==> src/rtl/capcmp_pkg.sv <==
// Shared types for the capture/compare channel.
// Assumes: edge codes are two bits wide and one code is reserved.
package capcmp_pkg;

    // Trigger edge selection; the numeric values are the port encoding.
    typedef enum logic [1:0] {
        EDGE_FALL = 2'b00,
        EDGE_RISE = 2'b01,
        EDGE_RSVD = 2'b10,
        EDGE_BOTH = 2'b11
    } edge_sel_e;

endpackage

==> src/rtl/capcmp_edge_detect.sv <==
// Synchronises the asynchronous trigger pin into the timer clock domain and
// reports a one-cycle valid edge according to the selected edge code.
// Assumes: SYNC_STAGES >= 2; the pin is treated as fully asynchronous.
module capcmp_edge_detect
    import capcmp_pkg::*;
#(
    parameter int SYNC_STAGES = 2
) (
    input  logic      clk,
    input  logic      rst_n,
    input  logic      pin,
    input  edge_sel_e edge_sel,
    output logic      valid_edge,
    output logic      illegal
);

    localparam int MSB = SYNC_STAGES - 1;

    logic [MSB:0] sync_q;
    logic         last_q;
    logic         rise;
    logic         fall;

    // Shift the pin through the synchroniser and keep the previous settled level.
    always_ff @(posedge clk) begin
        if (!rst_n) begin
            sync_q <= '0;
            last_q <= 1'b0;
        end else begin
            sync_q <= {sync_q[MSB-1:0], pin};
            last_q <= sync_q[MSB];
        end
    end

    assign rise = sync_q[MSB] & ~last_q;
    assign fall = ~sync_q[MSB] & last_q;

    // Decode the edge code into a qualified edge strobe.
    always_comb begin
        unique case (edge_sel)
            EDGE_FALL: valid_edge = fall;
            EDGE_RISE: valid_edge = rise;
            EDGE_BOTH: valid_edge = rise | fall;
            default:   valid_edge = 1'b0;
        endcase
    end

    assign illegal = (edge_sel == EDGE_RSVD);

    // the reserved code never yields an edge, whatever the pin does.
    a_r4_reserved_no_edge: assert property (@(posedge clk) disable iff (!rst_n)
        illegal |-> !valid_edge)
        else $error("reserved edge code produced an edge");

endmodule

==> src/rtl/capcmp_match.sv <==
// Compare engine: raises a one-cycle event when the counter arrives at the
// compare value. A compare value of zero is handled as the step from zero to
// one that follows a counter wrap.
// Assumes: cnt_ovf is high only in a cycle where cnt_val reads zero.
module capcmp_match #(
    parameter int W = 16
) (
    input  logic         clk,
    input  logic         rst_n,
    input  logic         enable,
    input  logic [W-1:0] cnt_val,
    input  logic         cnt_ovf,
    input  logic [W-1:0] cmp_val,
    output logic         match_evt
);

    localparam logic [W-1:0] STEP_ONE = W'(1);

    logic armed_q;
    logic hit_q;
    logic hit;

    assign hit = enable & ((cmp_val != '0) ? (cnt_val == cmp_val)
                                           : (armed_q && cnt_val == STEP_ONE));
    assign match_evt = hit & ~hit_q;

    // Remember a wrap until the counter leaves zero; remember the last hit level.
    always_ff @(posedge clk) begin
        if (!rst_n) begin
            armed_q <= 1'b0;
            hit_q   <= 1'b0;
        end else begin
            if (cnt_ovf)
                armed_q <= 1'b1;
            else if (cnt_val != '0)
                armed_q <= 1'b0;
            hit_q <= hit;
        end
    end

    // a zero compare value never matches on a zero count.
    a_r3_no_fire_at_zero: assert property (@(posedge clk) disable iff (!rst_n)
        (cmp_val == '0 && cnt_val == '0) |-> !match_evt)
        else $error("zero compare fired on a zero count");

    // match events are single-cycle pulses.
    a_r2_single_pulse: assert property (@(posedge clk) disable iff (!rst_n)
        match_evt |=> !match_evt)
        else $error("match event lasted more than one cycle");

endmodule

==> src/rtl/capcmp_channel.sv <==
// 16-bit capture/compare channel for a free-running up counter.
// Holds one register that is either compared against the count or loaded
// from it on a trigger edge, arbitrates host writes against captures, and
// returns reads of the pre-edge register value.
// Assumes: counter and prescaler are external; cnt_ovf accompanies the
// zero count that follows FFFFH.
module capcmp_channel #(
    parameter int CNT_W       = 16,
    parameter int SYNC_STAGES = 2
) (
    input  logic             clk,
    input  logic             rst_n,
    input  logic [CNT_W-1:0] cnt_val,
    input  logic             cnt_ovf,
    input  logic             cnt_stop,
    input  logic             cap_mode,
    input  logic [1:0]       edge_sel,
    input  logic             trig_pin,
    input  logic             wr_en,
    input  logic [CNT_W-1:0] wr_data,
    input  logic             rd_en,
    output logic [CNT_W-1:0] rd_data,
    output logic             irq,
    output logic             cap_err,
    output logic             illegal_cfg
);

    logic [CNT_W-1:0] cr_q;
    logic [CNT_W-1:0] rd_q;
    logic             irq_q;
    logic             err_q;
    logic             trig_edge;
    logic             match_evt;
    logic             cap_evt;
    logic             cap_ok;
    logic             cap_bad;

    capcmp_edge_detect #(
        .SYNC_STAGES(SYNC_STAGES)
    ) u_edge (
        .clk       (clk),
        .rst_n     (rst_n),
        .pin       (trig_pin),
        .edge_sel  (capcmp_pkg::edge_sel_e'(edge_sel)),
        .valid_edge(trig_edge),
        .illegal   (illegal_cfg)
    );

    capcmp_match #(
        .W(CNT_W)
    ) u_match (
        .clk      (clk),
        .rst_n    (rst_n),
        .enable   (~cap_mode),
        .cnt_val  (cnt_val),
        .cnt_ovf  (cnt_ovf),
        .cmp_val  (cr_q),
        .match_evt(match_evt)
    );

    assign cap_evt = cap_mode & trig_edge;
    assign cap_ok  = cap_evt & ~cnt_stop;
    assign cap_bad = cap_evt & cnt_stop;

    // Register update: capture beats host write; a stopped-count capture leaves it alone.
    always_ff @(posedge clk) begin
        if (!rst_n)
            cr_q <= '0;
        else if (cap_ok)
            cr_q <= cnt_val;
        else if (!cap_evt && wr_en)
            cr_q <= wr_data;
    end

    // Read port: sample the value held before this edge.
    always_ff @(posedge clk) begin
        if (!rst_n)
            rd_q <= '0;
        else if (rd_en)
            rd_q <= cr_q;
    end

    // Interrupt and collision error pulses.
    always_ff @(posedge clk) begin
        if (!rst_n) begin
            irq_q <= 1'b0;
            err_q <= 1'b0;
        end else begin
            irq_q <= cap_evt | match_evt;
            err_q <= cap_bad;
        end
    end

    assign rd_data = rd_q;
    assign irq     = irq_q;
    assign cap_err = err_q;

    // a clean capture stores the count seen in the capture cycle.
    a_r5_capture_loads: assert property (@(posedge clk) disable iff (!rst_n)
        cap_ok |=> cr_q == $past(cnt_val))
        else $error("capture stored the wrong count");

    // after a collision with count-stop the register is unchanged.
    a_r7_conflict_holds: assert property (@(posedge clk) disable iff (!rst_n)
        err_q |-> cr_q == $past(cr_q))
        else $error("register changed on a stopped-count capture");

    // a write without a capture lands on the next edge.
    a_r6_write_loads: assert property (@(posedge clk) disable iff (!rst_n)
        (wr_en && !cap_evt) |=> cr_q == $past(wr_data))
        else $error("host write lost");

    // a read returns the pre-edge register value.
    a_r8_read_old: assert property (@(posedge clk) disable iff (!rst_n)
        rd_en |=> rd_q == $past(cr_q))
        else $error("read returned post-edge value");

    // in capture mode only captures raise the interrupt.
    a_r9_capture_irq_source: assert property (@(posedge clk) disable iff (!rst_n)
        (cap_mode && !cap_evt) |=> !irq_q)
        else $error("interrupt without capture in capture mode");

endmodule

==> config.mk <==
export PLATFORM = sky130hd
export DESIGN_NAME = capcmp_channel
export DESIGN_NICKNAME = d
export VERILOG_FILES = /design/src/rtl/capcmp_pkg.sv /design/src/rtl/capcmp_edge_detect.sv /design/src/rtl/capcmp_match.sv /design/src/rtl/capcmp_channel.sv
export SDC_FILE = /design/constraint.sdc
export NUM_CORES = 1
export LEC_CHECK = 0
export BUFFER_PORTS_ARGS = -buffer_cell sky130_fd_sc_hd__buf_2
export CORE_AREA = 5 5 66 68
export DETAILED_ROUTE_END_ITERATION = 10
export DIE_AREA = 0 0 71 73
export HOLD_SLACK_MARGIN = 0.12
export PLACE_DENSITY_LB_ADDON = 0.1
export SYNTH_ARGS = -nofsm -noshare
export SYNTH_HDL_FRONTEND = slang
export SYNTH_SLANG_ARGS = --single-unit
==> constraint.sdc <==
create_clock -name clk -period 4.72 [get_ports clk]
set_input_delay 0 -clock clk [delete_from_list [all_inputs] [get_ports clk]]
set_output_delay 0 -clock clk [all_outputs]
set_load 0.005 [all_outputs]
==> impl_metrics.py, run 1 <==
metrics = {
    "placed_design": {
        "place_congestion": 0.8166,
        "hpwl_um": 3216,
        "dp.cells": 306,
        "port_buffers": 60,
    },
    "die": {
        "die_height_um": 73,
        "io-pin-count": 61,
        "die_w_um": 71,
        "initial_core_util_pct": 49.64,
        "rows": 23,
        "die_area_sq_um": 5183,
        "core_area_sq_um": 3799,
    },
    "worst_setup_path": {
        "endpoint_kind": "flop",
        "startpoint": "u_edge.sync_q[1]$_SDFF_PN0_",
        "crit_fanout": 32,
        "r2r_start": "u_edge.sync_q[1]$_SDFF_PN0_",
        "cpPeakStageDelay_ns": 0.95,
        "timing.rr.end": "cr_q[12]$_SDFFE_PN0P_",
        "worstSetupPathType": "flop to flop",
        "cp.required_ns": 4.95,
        "path_cells": "inv_1, ha_1, mux2_4, a22oi_2, o21ai_0, a31oi_1, dlygate4sd3_1",
        "start_kind": "flop",
        "critical_path_depth": 7,
        "cp-endpoint": "cr_q[12]$_SDFFE_PN0P_",
        "crit_path_top_delay_cell": "a22oi_2",
        "crit_family": "compound AO/OA/AOI/OAI gates",
        "arrival_ns": 3.05,
        "path_buf_inv": 2,
        "rr_worst_depth": 7,
        "ff2ff_setup_slack_ns": 1.91,
    },
    "yosys": {
        "synthDistinctLibCells": 32,
        "yosysTopAreaCell": "dfxtp_1",
        "ys_seq_elements": 39,
        "yosys-top-cells-count": "dfxtp_1 (39), nand2_1 (31), nor2b_1 (17), mux2i_1 (16), xor2_1 (16)",
        "synth_edf_count": 0,
        "synth.most_common_cell": "dfxtp_1",
        "syn_area_sq_um": 1886,
        "async_flop_share_pct": 0,
        "synth_flop_cell": "dfxtp_1",
        "yosysTopAreaCellShare_pct": 41.41,
        "synth.avg_cell_area_sq_um": 9.109,
        "synth_warnings": 0,
        "synth_nets": 251,
        "ys_top_cells_by_area": "dfxtp_1 (41%), mux2i_1 (8.5%), xor2_1 (7.4%)",
        "seq_area_frac_synth_pct": 41.41,
        "syn_inst": 207,
    },
    "timing": {
        "max_freq_mhz": 355.3,
        "skew_ns": 0.008165,
        "slew_headroom_pct": 18.42,
        "finalCritPeriodShare_pct": 59.62,
        "slew_viol_final": 0,
        "fin_crit_ns": 2.814,
        "setup_viol_count_final": 0,
        "hold_violations": 0,
        "worstMarginPinSlew_ns": 1.224,
        "setup_tns_ns": 0,
        "rsz0062_at_grt": "false",
    },
    "hold_path": {
        "min_path_cells": 4,
        "min_path_type": "input pin to flop",
    },
    "pwr": {
        "p_per_area_nw_per_um2": 267.8,
        "p_int_mw": 0.5280,
        "swShare_pct": 25.07,
        "vdd.ir_drop.worst_uv": 185.7,
        "seqPwrFrac_pct": 51.0,
        "pwr-share-comb_pct": 17.4,
        "p_leak_nw": 1.217,
        "p_switching_mw": 0.1767,
        "clockPowerShare_pct": 31.6,
    },
    "status": {
        "status": "finished clean",
    },
    "clock_network": {
        "postCtsHoldBufs": 35,
        "h-tree-depth": 2,
        "clkTransAtPathRegs_ns": 0.07,
        "cts-root-buf": "clkbuf_8",
        "clk_path_buf_depth": 2,
        "cts_setup_buffers": 0,
        "cts.sink_count": 39,
        "cts_buffers": 5,
        "clock_latency_ns": 0.28,
        "cts_resized": 0,
        "cts_tree": "done",
    },
    "job": {
        "maxCapViolations": 0,
    },
    "global_routing": {
        "antenna_found_initial": 0,
        "globalRoute.totalOverflow": 0,
        "grt_pass1_vias": 1833,
        "grt_max_degree": 41,
        "grt_pass1_wl_um": 8224,
        "grt_usage_pct": 19.55,
    },
    "final_layout": {
        "stdcell_count": 348,
        "drive_gt1_share_pct": 24.83,
        "fin_nets": 342,
        "syn2layout_area_growth_pct": 39.55,
        "antenna_cells": 0,
        "fillers": 343,
    },
    "routing": {
        "drc": 0,
        "drtPass1Iterations": 4,
        "vias_per_cell": 5.109,
        "via_count": 1778,
        "wirelength_um": 4648,
        "first_iter_violations": 78,
        "post_drt_wl_per_cell_um": 13.36,
        "ant_nets": 0,
    },
}
==> flip-flops by register name, summed over array words and instances (netlist names) <==
signal / count
u_edge.last_q: 1
u_edge.sync_q: 2
u_match.armed_q: 1
cap_err: 1
cr_q: 16
u_match.hit_q: 1
irq: 1
rd_data: 16
==> worst min-delay path, stage by stage <==
cell,delay [ns]
buf_2,0.12
nand2_1,0.05
mux2_2,0.16
nor3b_1,0.04
==> cell usage in the layout (no fill, tap or decap), drive strengths merged <==
cell type / n
o21ai: 15
mux2i: 16
xor2: 16
nand4: 2
dfxtp: 39
nand3: 2
a21bo: 1
inv: 6
a31oi: 14
or3b: 1
a21boi: 3
a22oi: 1
and2: 4
nor4bb: 1
o2bb2ai: 1
buf: 60
and4: 1
nor4: 11
mux2: 2
ha: 2
nor2b: 17
a21oi: 3
nor3b: 2
and3: 1
clkbuf: 6
nor2: 3
dlygate4sd3: 35
nor4b: 1
clkinv: 1
nand2: 31
==> per-stage QoR <==
step | util [%] | hold slack [ns] | cell area (sq um) | setup WS [ns] | power (mW)
after CTS | 69.27 | 0.1356 | 2631 | 1.963 | 0.7082
after global placement | 57.74 | 0.2003 | 2193 | 2.581 | 0.4644
after global routing | 69.27 | 0.1484 | 2631 | 1.567 | 0.7428
after floorplan | - | 0.02691 | 1886 | 3.114 | 0.4241
after detailed placement | 57.74 | 0.2034 | 2193 | 2.502 | 0.4651
final | 69.27 | 0.1355 | 2631 | 1.906 | 0.7047
==> metal layers <==
layer,up-vias,part of all wire [%],global-route usage [%]
met2,51,48,32.96
met4,0,1.2,5.846
met1,817,44,24.70
li1,904,-,-
met5,-,0,0
met3,6,6.5,4.959
==> power groups by stage <==
stage	combinational (mW)	sequential [mW]	clock [mW]
floorplan	0.0604	0.364	0
global placement	0.0979	0.366	0
detailed placement	0.0982	0.367	0
CTS	0.123	0.359	0.226
global route	0.137	0.362	0.244
finish	0.123	0.359	0.223
==> kinds of logic after synthesis <==
| kind of cell | synth area share (%) |
|---|---|
| DFF | 41.41 |
| and+or+nand+nor | 21.63 |
| xor gates and xnor gates | 7.432 |
| buffers and inverters | 4.114 |
| muxes | 9.887 |
| AOI/OAI and AO/OA | 14.20 |
| adders and majority gates | 1.327 |
==> worst min path at each step <==
stage                                       end        start  slack (ns)
floorplan                           illegal_cfg  edge_sel[0]        0.03
global route              cr_q[13]$_SDFFE_PN0P_  cnt_val[13]        0.15
global placement    u_edge.sync_q[0]$_SDFF_PN0_     trig_pin        0.20
detailed placement  u_edge.sync_q[0]$_SDFF_PN0_     trig_pin        0.20
CTS                       cr_q[13]$_SDFFE_PN0P_  cnt_val[13]        0.14
finish                 u_match.hit_q$_SDFF_PN0_   cnt_val[0]        0.14
==> area by class of cell <==
cell class / instances / area, sq um / area share, %
Multi-Input combinational cell: 151 / 1027 / 39.04
Sequential cell: 39 / 780.7 / 29.67
Timing Repair Buffer: 95 / 650.6 / 24.73
Clock buffer: 6 / 82.58 / 3.138
Tap cell: 50 / 62.56 / 2.378
Inverter: 6 / 22.52 / 0.8559
Clock inverter: 1 / 5.005 / 0.1902
Note: power is estimated with default switching activity, not from simulation.
==> inputs of run 2 (changes only) <==
- CORE_AREA: 5 5 66 68 -> 5 5 68 70
- DIE_AREA: 0 0 71 73 -> 0 0 73 75
- clock period: 4.72 -> 2.7 ns (I/O delays scaled with it)
==> impl_metrics.py, run 2 (synthesized netlist as in run 1, its figures left out) <==
metrics = {
    "die": {
        "rows": 23,
        "core_area_sq_um": 3914,
        "die_area_sq_um": 5475,
        "die_height_um": 75,
        "io-pin-count": 61,
        "initial_core_util_pct": 48.18,
        "die_w_um": 73,
    },
    "timing": {
        "hold_violations": 0,
        "rsz0062_at_grt": "false",
        "hold_slack_ns": 0.1431,
        "max_freq_mhz": 388.8,
        "setup_tns_ns": 0,
        "setup_viol_count_final": 0,
        "finalCritPeriodShare_pct": 95.27,
        "skew_ns": 0.007327,
        "worstMarginPinSlew_ns": 1.278,
        "fin_crit_ns": 2.572,
        "slew_headroom_pct": 14.81,
        "slew_viol_final": 0,
    },
    "placed_design": {
        "port_buffers": 60,
        "place_congestion": 0.8141,
        "hpwl_um": 3235,
    },
    "routing": {
        "wirelength_um": 5084,
        "vias_per_cell": 5.164,
        "first_iter_violations": 99,
        "post_drt_wl_per_cell_um": 14.61,
        "via_count": 1797,
        "ant_nets": 0,
        "drc": 0,
        "drtPass1Iterations": 4,
    },
    "clock_network": {
        "cts_tree": "done",
        "cts-root-buf": "clkbuf_8",
        "h-tree-depth": 2,
        "cts_setup_buffers": 0,
        "cts_buffers": 5,
        "clock_latency_ns": 0.29,
        "clk_path_buf_depth": 2,
        "clkTransAtPathRegs_ns": 0.07,
        "cts.sink_count": 39,
    },
    "worst_setup_path": {
        "r2r_start": "u_edge.last_q$_SDFF_PN0_",
        "path_cells": "inv_1, ha_1, nor4bb_2, a22oi_2, o21ai_1, a31oi_1, dlygate4sd3_1",
        "start_kind": "flop",
        "cp.required_ns": 2.87,
        "arrival_ns": 2.74,
        "endpoint_kind": "flop",
        "crit_path_top_delay_cell": "dlygate4sd3_1",
        "startpoint": "u_edge.last_q$_SDFF_PN0_",
        "cpPeakStageDelay_ns": 0.60,
        "crit_fanout": 16,
        "worstSetupPathType": "flop to flop",
        "ff2ff_setup_slack_ns": 0.13,
    },
    "global_routing": {
        "antenna_found_initial": 0,
        "grt_pass1_vias": 1687,
        "globalRoute.totalOverflow": 0,
        "grt_pass1_wl_um": 7810,
        "grt_max_degree": 41,
        "grt_usage_pct": 18.56,
    },
    "pwr": {
        "vdd.ir_drop.worst_uv": 358.0,
        "p_leak_nw": 1.189,
        "p_per_area_nw_per_um2": 458.4,
    },
    "job": {
        "maxCapViolations": 0,
    },
    "hold_path": {
        "min_from": "cnt_val[15]",
        "min_path_type": "input pin to flop",
    },
    "final_layout": {
        "final_cell_mix": "buf_2 (60), dfxtp_1 (39), dlygate4sd3_1 (35), nand2_1 (31), nor2b_1 (17)",
        "final_common_cell": "buf_2",
        "antenna_cells": 0,
        "syn2layout_area_growth_pct": 39.48,
        "fin_nets": 343,
        "drive_gt1_share_pct": 24.50,
    },
    "status": {
        "status": "finished clean",
    },
}
-- run 2: cell count changes in the layout (fill, tap and decap cells not counted) --
cell	delta
nor4bb_1	-1
clkbuf_1	+1
clkinv_2	-1
a22oi_1	+1
nor4bb_2	+1
clkbuf_8	-1
-- run 2: cell type report --
cell class	count	area, sq um
tap	50	62.56
clock buffer	6	72.57
fill	353	1284
inverter	6	22.52
sequential	39	780.7
timing repair buffer	95	650.6
multi-input combinational	152	1041
-- run 2: critical path: cells and delay by family, from the launching register on --
kind,cells,cell delay (ns)
buffers and inverters,2,0.65
DFF,1,0.34
AOI/OAI and AO/OA,3,0.61
and+or+nand+nor,1,0.52
adders and majority gates,1,0.35
-- run 2: path summary, 6_finish.rpt --
path / end / cells after the start
worst max-delay path: cr_q[3]$_SDFFE_PN0P_ / 7
worst min-delay path: cr_q[15]$_SDFFE_PN0P_ / 5
worst max register to register: cr_q[3]$_SDFFE_PN0P_ / 7
worst min register to register: u_edge.sync_q[1]$_SDFF_PN0_ / 1
-- run 2: power by group --
part / internal [mW] / leakage [nW] / switching (mW) / total [mW]
Sequential: 0.603 / 0.319 / 0.0253 / 0.628
Combinational: 0.119 / 0.833 / 0.0976 / 0.216
Clock: 0.172 / 0.0371 / 0.189 / 0.361
-- run 2: per-layer routing --
layer  routed length [um]  global-route usage, %  share of wire [%]
met1                 2335                  23.13                 46
met2                 2407                  31.68                 47
met3                  280                  4.272                5.5
met4                   60                  6.148                1.2
met5                    0                      0                  0
-- run 2: what timing repair did --
action                                 4_1_cts  5_1_grt
setup endpoints to repair                    0        4
hold buffers                                35        0
resized for setup                            0        1
endpoints found under the hold margin       21        0
-- run 2: stage by stage --
stage                     power [mW]  area (sq um)  utilization (%)  setup WS [ns]  std cells
after floorplan               0.7413          1886                -          1.094        207
after global placement        0.8121          2193            56.04         0.5629        306
after detailed placement      0.8134          2193            56.04         0.4829        306
after CTS                      1.208          2616            66.85        0.01734        347
after global routing           1.251          2630            67.20       0.006832        348
final                          1.206          2630            67.20         0.1277        348
==> inputs of run 3 (changes only) <==
- CORE_AREA: 5 5 68 70 -> 5 5 67 69
- CTS_BUF_LIST: not set -> sky130_fd_sc_hd__clkbuf_2
- DIE_AREA: 0 0 73 75 -> 0 0 72 74
==> impl_metrics.py, run 3 (synthesized netlist as in run 1, its figures left out) <==
metrics = {
    "clock_network": {
        "cts.sink_count": 39,
        "clock_latency_ns": 0.38,
        "cts_buffers": 5,
        "h-tree-depth": 2,
        "clk_path_buf_depth": 2,
        "clkTransAtPathRegs_ns": 0.18,
        "cts-root-buf": "clkbuf_2",
        "cts_tree": "done",
    },
    "timing": {
        "slew_viol_final": 0,
        "hold_slack_ns": 0.1334,
        "hold_violations": 0,
        "worst_slack_ns": 0.3092,
        "finalCritPeriodShare_pct": 88.55,
        "fin_crit_ns": 2.391,
        "rsz0062_at_grt": "false",
        "worstMarginPinSlew_ns": 1.222,
        "skew_ns": 0.01116,
        "max_freq_mhz": 418.3,
        "setup_tns_ns": 0,
        "slew_headroom_pct": 18.54,
        "setup_viol_count_final": 0,
    },
    "final_layout": {
        "drive_gt1_share_pct": 23.17,
        "final_cell_mix": "buf_2 (60), dlygate4sd3_1 (53), dfxtp_1 (39), nand2_1 (31), nor2b_1 (17)",
        "antenna_cells": 0,
        "final_common_cell": "buf_2",
        "syn2layout_area_growth_pct": 46.05,
        "fin_nets": 360,
        "multiInputGateArea_sq_um": 1027,
        "final_core_util_pct": 71.41,
        "seq_area_sq_um": 780.7,
        "fillers": 316,
    },
    "global_routing": {
        "grt_pass1_vias": 1869,
        "grt_usage_pct": 20.16,
        "antenna_found_initial": 0,
        "grt_max_degree": 41,
        "globalRoute.totalOverflow": 0,
        "grt_pass1_wl_um": 8438,
    },
    "die": {
        "io-pin-count": 61,
        "die_area_sq_um": 5328,
        "die_height_um": 74,
        "die_w_um": 72,
        "core_area_sq_um": 3856,
        "initial_core_util_pct": 48.90,
        "rows": 23,
    },
    "pwr": {
        "p_int_mw": 0.7953,
        "p_per_area_nw_per_um2": 398.2,
        "vdd.ir_drop.worst_uv": 261.4,
        "clockPowerShare_pct": 21.4,
        "swShare_pct": 27.48,
        "p_leak_nw": 1.233,
        "seqPwrFrac_pct": 57.4,
        "pwr-share-comb_pct": 21.3,
        "p_switching_mw": 0.3014,
    },
    "routing": {
        "first_iter_violations": 80,
        "wirelength_um": 5108,
        "via_count": 1871,
        "ant_nets": 0,
        "drc": 0,
        "post_drt_wl_per_cell_um": 13.99,
        "drtPass1Iterations": 4,
        "vias_per_cell": 5.126,
    },
    "hold_path": {
        "min_to": "cr_q[5]$_SDFFE_PN0P_",
        "min_from": "wr_en",
        "min_path_cells": 4,
        "min_path_type": "input pin to flop",
    },
    "placed_design": {
        "port_buffers": 60,
        "place_congestion": 0.8102,
        "pre_cts_ws_ns": 0.4758,
        "hpwl_um": 3244,
    },
    "job": {
        "maxCapViolations": 0,
    },
    "worst_setup_path": {
        "timing.rr.end": "cr_q[14]$_SDFFE_PN0P_",
        "crit_fanout": 16,
        "r2r_start": "u_edge.sync_q[1]$_SDFF_PN0_",
        "arrival_ns": 2.70,
        "endpoint_kind": "flop",
        "start_kind": "flop",
        "rr_worst_depth": 8,
        "worstSetupPathType": "flop to flop",
        "cp.required_ns": 3.01,
        "ff2ff_setup_slack_ns": 0.31,
    },
    "status": {
        "status": "finished clean",
    },
}
-- run 3: changes by cell type in the layout (fill, tap and decap cells not counted), sizes merged --
| cell | change |
|---|---|
| dlygate4sd3 | +18 |
| a22oi | -1 |
-- run 3: power groups by stage --
stage | Clock, mW | Sequential (mW) | Combinational, mW
final | 0.234 | 0.629 | 0.233
after global routing | 0.263 | 0.634 | 0.255
after CTS | 0.238 | 0.629 | 0.230
after detailed placement | 0 | 0.641 | 0.172
after global placement | 0 | 0.640 | 0.171
after floorplan | 0 | 0.636 | 0.106
-- run 3: worst max-delay path by stage --
stage,from,to,slack [ns],cells after the start
floorplan,u_edge.last_q$_SDFF_PN0_,cr_q[4]$_SDFFE_PN0P_,1.09,7
detailed placement,u_edge.last_q$_SDFF_PN0_,cr_q[5]$_SDFFE_PN0P_,0.48,6
CTS,u_edge.sync_q[1]$_SDFF_PN0_,cr_q[11]$_SDFFE_PN0P_,0.33,8
finish,u_edge.sync_q[1]$_SDFF_PN0_,cr_q[14]$_SDFFE_PN0P_,0.31,8
global placement,u_edge.sync_q[1]$_SDFF_PN0_,cr_q[6]$_SDFFE_PN0P_,0.57,6
global route,u_edge.sync_q[1]$_SDFF_PN0_,cr_q[4]$_SDFFE_PN0P_,0.16,6
-- run 3: critical path, cell delays in order (launching register included) --
cell,delay [ns]
dfxtp_1,0.39
inv_1,0.05
ha_1,0.17
mux2_4,0.29
o2bb2ai_4,0.14
a21boi_4,0.41
nand2_1,0.12
dlygate4sd3_1,0.58
a31oi_1,0.16
-- run 3: metrics by stage --
stage,std cells,area [sq um],power [mW]
2_1_floorplan,207,1886,0.7413
3_3_place_gp,306,2193,0.8119
3_5_place_dp,306,2193,0.8133
4_1_cts,365,2754,1.097
5_1_grt,365,2754,1.153
6_report,365,2754,1.097
-- run 3: layout make-up --
type,count,share of cell area [%]
multi-input cells,151,37.30
repair buffers,113,30.17
flip-flops and latches,39,28.35
well taps,50,2.272
clock buffers,6,1.090
inverters,6,0.8178
-- run 3: timing repair --
| item | CTS | global route |
|---|---|---|
| hold buffers | 53 | 0 |
| endpoints found under the hold margin | 21 | 0 |
| gates resized for setup | 0 | 0 |
| buffers inserted | 0 | 0 |
-- run 3: per-layer routing --
metal,share of wire (%),up-vias,track usage (%)
met1,44,857,24.27
li1,-,937,-
met2,48,69,35.20
met4,1.5,0,7.098
met5,0,-,0
met3,6.3,8,5.000
